File: src/rtl/clkstop_pkg.sv
package clkstop_pkg;
  // Level a lane parks at: differential lanes park with the true leg high.
  function automatic logic park_level(input logic is_diff);
    return is_diff;
  endfunction

  // A transition into or out of the parked state is safe only when the
  // next running level equals the parked level.
  function automatic logic safe_edge(input logic next_lvl, input logic park);
    return next_lvl == park;
  endfunction
endpackage

File: src/rtl/clkstop_sync.sv
module clkstop_sync (
  input  logic clk,
  input  logic rst_n,
  input  logic async_n,
  output logic stop_req
);
  logic s1_q, s2_q;
  always_ff @(posedge clk or negedge rst_n) begin
    if (!rst_n) begin
      s1_q <= 1'b1;
      s2_q <= 1'b1;
    end else begin
      s1_q <= async_n;
      s2_q <= s1_q;
    end
  end
  assign stop_req = ~s2_q;
endmodule

File: src/rtl/clkstop_phase.sv
module clkstop_phase #(
  parameter int HALF = 2
) (
  input  logic clk,
  input  logic rst_n,
  output logic phase,
  output logic phase_edge
);
  localparam int CW = (HALF > 1) ? $clog2(HALF) : 1;
  logic [CW-1:0] cnt_q;

  assign phase_edge = (cnt_q == CW'(HALF - 1));

  always_ff @(posedge clk or negedge rst_n) begin
    if (!rst_n) begin
      cnt_q <= '0;
      phase <= 1'b0;
    end else if (phase_edge) begin
      cnt_q <= '0;
      phase <= ~phase;
    end else begin
      cnt_q <= cnt_q + CW'(1);
    end
  end
endmodule

File: src/rtl/clkstop_lane.sv
module clkstop_lane
  import clkstop_pkg::*;
#(
  parameter bit IS_DIFF = 1'b1
) (
  input  logic clk,
  input  logic rst_n,
  input  logic phase,
  input  logic phase_edge,
  input  logic want_stop,
  output logic parked,
  output logic out_t,
  output logic out_c
);
  localparam logic PARK = park_level(IS_DIFF);
  logic nxt;
  logic safe;

  assign nxt  = ~phase;
  assign safe = safe_edge(nxt, PARK);

  always_ff @(posedge clk or negedge rst_n) begin
    if (!rst_n) begin
      parked <= 1'b0;
      out_t  <= 1'b0;
    end else if (phase_edge) begin
      if (parked) begin
        if (!want_stop && safe) begin
          parked <= 1'b0;
          out_t  <= nxt;
        end
      end else begin
        out_t <= nxt;
        if (want_stop && safe) parked <= 1'b1;
      end
    end
  end

  generate
    if (IS_DIFF) begin : g_diff
      assign out_c = ~out_t;
    end else begin : g_se
      assign out_c = 1'b0;
    end
  endgenerate
endmodule

File: src/rtl/clkstop_gate.sv
module clkstop_gate #(
  parameter int             N_OUT    = 4,
  parameter int             HALF     = 2,
  parameter logic [N_OUT-1:0] DIFF_MAP = 4'b0011
) (
  input  logic             clk,
  input  logic             rst_n,
  input  logic             halt_req_n,
  input  logic [N_OUT-1:0] stoppable,
  output logic [N_OUT-1:0] clk_t,
  output logic [N_OUT-1:0] clk_c
);
  logic             stop_req;
  logic             phase;
  logic             phase_edge;
  logic [N_OUT-1:0] parked;

  clkstop_sync u_sync (
    .clk      (clk),
    .rst_n    (rst_n),
    .async_n  (halt_req_n),
    .stop_req (stop_req)
  );

  clkstop_phase #(.HALF(HALF)) u_phase (
    .clk        (clk),
    .rst_n      (rst_n),
    .phase      (phase),
    .phase_edge (phase_edge)
  );

  for (genvar i = 0; i < N_OUT; i++) begin : g_lane
    clkstop_lane #(.IS_DIFF(DIFF_MAP[i])) u_lane (
      .clk        (clk),
      .rst_n      (rst_n),
      .phase      (phase),
      .phase_edge (phase_edge),
      .want_stop  (stop_req & stoppable[i]),
      .parked     (parked[i]),
      .out_t      (clk_t[i]),
      .out_c      (clk_c[i])
    );
  end
endmodule

File: config.mk
export PLATFORM = sky130hd
export DESIGN_NAME = clkstop_gate
export DESIGN_NICKNAME = d
export VERILOG_FILES = /design/src/rtl/clkstop_pkg.sv /design/src/rtl/clkstop_sync.sv /design/src/rtl/clkstop_phase.sv /design/src/rtl/clkstop_lane.sv /design/src/rtl/clkstop_gate.sv
export SDC_FILE = /design/constraint.sdc
export NUM_CORES = 1
export LEC_CHECK = 0
export ABC_AREA = 1
export BUFFER_PORTS_ARGS = -buffer_cell sky130_fd_sc_hd__buf_4
export CORE_AREA = 3 3 40 42
export DETAILED_ROUTE_END_ITERATION = 8
export DIE_AREA = 0 0 43 45
export PLACE_DENSITY = 0.74
export SLEW_MARGIN = 20
export SYNTH_ARGS = -nofsm -noshare
export SYNTH_HDL_FRONTEND = slang
export SYNTH_SLANG_ARGS = --single-unit
File: constraint.sdc
create_clock -name clk -period 1.15 [get_ports clk]
set_input_delay 0.115 -clock clk [delete_from_list [all_inputs] [get_ports clk]]
set_output_delay 0.115 -clock clk [all_outputs]
set_load 0.005 [all_outputs]
* Word level (Yosys, flattened, before mapping)
Index checks and enable logic that the tools add are counted.
** Word-level totals
- Register bits after elaboration :: 12
- Input port bits :: 7
- Output and inout port bits :: 8
- Logic and storage cells :: 62
** Operators by class
- Add/subtract/negate cells :: 1
- Equal/unequal tests :: 4
- Multiplexer cells :: 21
- Bitwise logic cells :: 8
- Reduce and logical (&&, ||, !) cells :: 16
** Operators by type and width (count)
- two-way mux 1 bit :: 21
- logical AND 1 bit :: 8
- inequality test 2 bit, second input constant :: 4
- AND reduction 2 bit :: 4
- AND 1 bit :: 4
- logical NOT 1 bit :: 4
- inverter 1 bit :: 4
- adder 1 bit, second input constant :: 1

* Logic depth before layout (Yosys ltp)
- Depth in word-level cells :: 6
- Gate-level depth with buffers :: 6
- Gate-level depth less buffers :: 5

* By module
Synthesis repeated with hierarchy kept, for this count alone.
** Second synthesis, totals
- Cells, all modules :: 76
- Area, all modules :: 578.1 um^2
** By module, submodules not included
- clkstop_lane at g_lane[0].u_lane ... :: times used 2, cells each 15, area an instance 105.1 um^2, seq. area each 50.0 um^2
- clkstop_lane at g_lane[2].u_lane ... :: times used 2, cells each 14, area an instance 105.1 um^2, seq. area each 50.0 um^2
- clkstop_phase :: times used 1, cells each 7, area an instance 71.3 um^2, seq. area each 50.0 um^2
- clkstop_sync :: times used 1, cells each 3, area an instance 56.3 um^2, seq. area each 52.6 um^2
- clkstop_gate :: times used 1, cells each 8, area an instance 30.0 um^2, seq. area each 0.0 um^2

* Worst setup path after synthesis
No wires, ideal clock.
- Path type :: reg-to-reg
- From :: reg u_phase.cnt_q, in the netlist u_phase.phase_edge
- To :: reg (tool-made name)
- Library setup time :: 0.119 ns
- Arrival time :: 0.787 ns
- Required time :: 1.031 ns
- Path slack :: 0.244 ns
- Stages on the path, launching flop included :: 5
- Buffers on the path :: 1
- Period minus slack after synthesis :: 0.906 ns
- Cells stage by stage :: dfrtp_1 > buf_6 > nand2_1 > inv_1 > o21a_1
** RTL lines
- start, declared :: line clkstop_phase.sv:10 : logic [CW-1:0] cnt_q;
- start signal, assigned :: line clkstop_phase.sv:22 : cnt_q <= cnt_q + CW'(1);

* Final worst setup path
- From :: reg u_phase.cnt_q, in the netlist u_phase.phase_edge
- To :: reg g_lane[2].u_lane.out_t
** On the way
- Word-level cells in the longest chain between the ends :: 1
** RTL lines
- AND reduction 2 bit (no source line)
- end signal, assigned :: line clkstop_lane.sv:30 : out_t <= nxt;
- end signal, assigned :: line clkstop_lane.sv:33 : out_t <= nxt;
- end, declared :: line clkstop_lane.sv:12 : output logic out_t,
No other way between the ends.
A chain may end at the register's enable or synchronous reset.

==> reports/results.txt <==
Outcome: complete, no violations
GRT Total Usage: 10.4%
Max Clock Skew: 0.00438 ns
Router iterations before antenna repair: 4
Gp weighted congestion: 0.747
Kind of critical path: reg -> reg
DIE AREA: 1940 sq um
Synth Instances: 60
# clock sinks: 12
Non-Filler Instances: 85
Register area share after synthesis: 53.4%
# diodes: 0
Min Tclk post-route: 0.994 ns
Max frequency: 1010 MHz
Detail Placement HPWL: 671 microns
DRC Markers: 0
Final Cycle Share: 86.4%
Global route overflow: 0
H-tree Lvls: 1
DRT iter0 DRCs: 5
I/O pin total: 15
Fin. max-slew vios: 0
WP data arrival: 1.16 ns
CP Launch Type: register
Worst setup EP type: register
Cell count after placement: 79
Netlist cell types: 16
Hold/Removal Path Class: in -> reg
Crit path required time: 1.32 ns
Hold Violations, Final: 0
Peak supply drop: 0.876 mV
CTS Buf Count: 3
Setup tns final: 0 ns
#FFs+latches synth: 12
Post-CTS Setup Bufs: 0
Die Ht: 45 microns
Fill count: 116
Pleak: 0.000362 uW
Max-cap viol count: 0
DRT Wirelength: 836 microns
P&R area growth vs syn: 17.4%
Most frequent cells in the layout: nand2_1, buf_4, dfrtp_1
Largest net degree at the start of global routing: 13
Num rows: 13
Vias per cell: 4.41
Synth warnings: 0
Hold slack: 0.135 ns
Synth Area per Inst: 9.45 sq um
Port Buffers: 12
Global-route wire length before repair: 1380 microns
Reg clk slew, reported paths: 0.07 ns
Worst-skew pair later-pin latency: 0.27 ns
Unrepaired setup endpoints after global routing: no
Die Width: 43 microns
Cell area after synthesis: 567 sq um
CTS tree: done
Initial Util: 44.1%
CTS max path bufs: 2
CTS Root Cell: clkbuf_4
Share of cells above drive strength 1: 34.3%
Initial antenna violation count: 0
Commonest non-fill, non-tap cell in the layout: nand2_1
Layout net count: 78
Vias in the first global route: 335
Final setup fails: 0
Vias: 375
Maximum net fanout on the critical path: 7
Final ANT Viol Nets: 0
Core region area: 1280 sq um
DR WL/cell: 9.84 microns
PD cells: 1280 nW/um^2
## worst max-delay path, stage by stage, from the launching register on
cell and delay, ns:
dfrtp_2 0.45, nand2_1 0.12, inv_1 0.12, nand2_1 0.09
nand3_1 0.07, nand2_1 0.05
## cells by family after synthesis
| kind of cell | Yosys count | synth area share (%) |
|---|---|---|
| compound gates | 8 | 9.49 |
| other cells | 1 | 0.662 |
| xor+xnor | 1 | 1.55 |
| simple gates | 20 | 15.9 |
| flops | 12 | 53.4 |
| buf+inv | 18 | 19.0 |
## cell usage after synthesis, drive strengths merged
| master | instances | area share [%] |
|---|---|---|
| inv | 9 | 6.4 |
| nor2 | 3 | 3.3 |
| conb | 1 | 0.66 |
| xor2 | 1 | 1.5 |
| o21a | 4 | 5.3 |
| nand3 | 2 | 1.8 |
| a21oi | 4 | 4.2 |
| nand2 | 15 | 11 |
| dfstp | 2 | 9.3 |
| buf | 9 | 13 |
| dfrtp | 10 | 44 |
## routing by layer
metal | share of wire [%] | global-route usage [%]
met5 | 0 | 0
met3 | 9.4 | 6.37
met1 | 44 | 12.2
met4 | 1.8 | 7.23
met2 | 44 | 14.1
## stage by stage
stage                     area (sq um)  power (uW)  setup WS [ns]  util [%]
after detailed placement           608         527         0.0580      47.3
after global routing               666         897         0.0698      51.8
after CTS                          664         865         0.0475      51.7
after floorplan                    571         501          0.244         -
final                              666         849          0.156      51.8
after global placement             608         527          0.126      47.3
## where the power goes
| group | switching [uW] | internal, uW |
|---|---|---|
| clock | 134 | 193 |
| sequential | 9.27 | 441 |
| combinational | 31.9 | 40.9 |
## path summary, 6_finish.rpt
path / startpoint / endpoint / slack [ns] / depth (start not counted)
hold reg to reg: u_sync.s1_q / u_sync.s2_q / 0.36 / 0
setup / recovery: u_phase.phase_edge / g_lane[2].u_lane.out_t / 0.16 / 5
hold / removal: stoppable[0] / g_lane[0].u_lane.out_t / 0.13 / 4
min in group asynchronous: rst_n / g_lane[3].u_lane.out_t / 0.20 / 2
setup reg to reg: u_phase.phase_edge / g_lane[2].u_lane.out_t / 0.16 / 5
max in group asynchronous: rst_n / u_sync.s1_q / 0.72 / 2
## cell type report
| class | count | area [sq um] | area share [%] |
|---|---|---|---|
| inverter | 9 | 36.3 | 5.45 |
| multi-input combinational | 31 | 160 | 24.1 |
| tap | 15 | 18.8 | 2.82 |
| timing repair buffer | 14 | 110 | 16.5 |
| sequential | 12 | 304 | 45.7 |
| clock buffer | 4 | 36.3 | 5.45 |
## what timing repair did
action	in CTS	in global routing
hold buffers	2	0
resized for setup	0	1
endpoints found under the hold margin	13	0
setup endpoints to repair	0	4
Note: power is estimated with default switching activity, not from simulation.
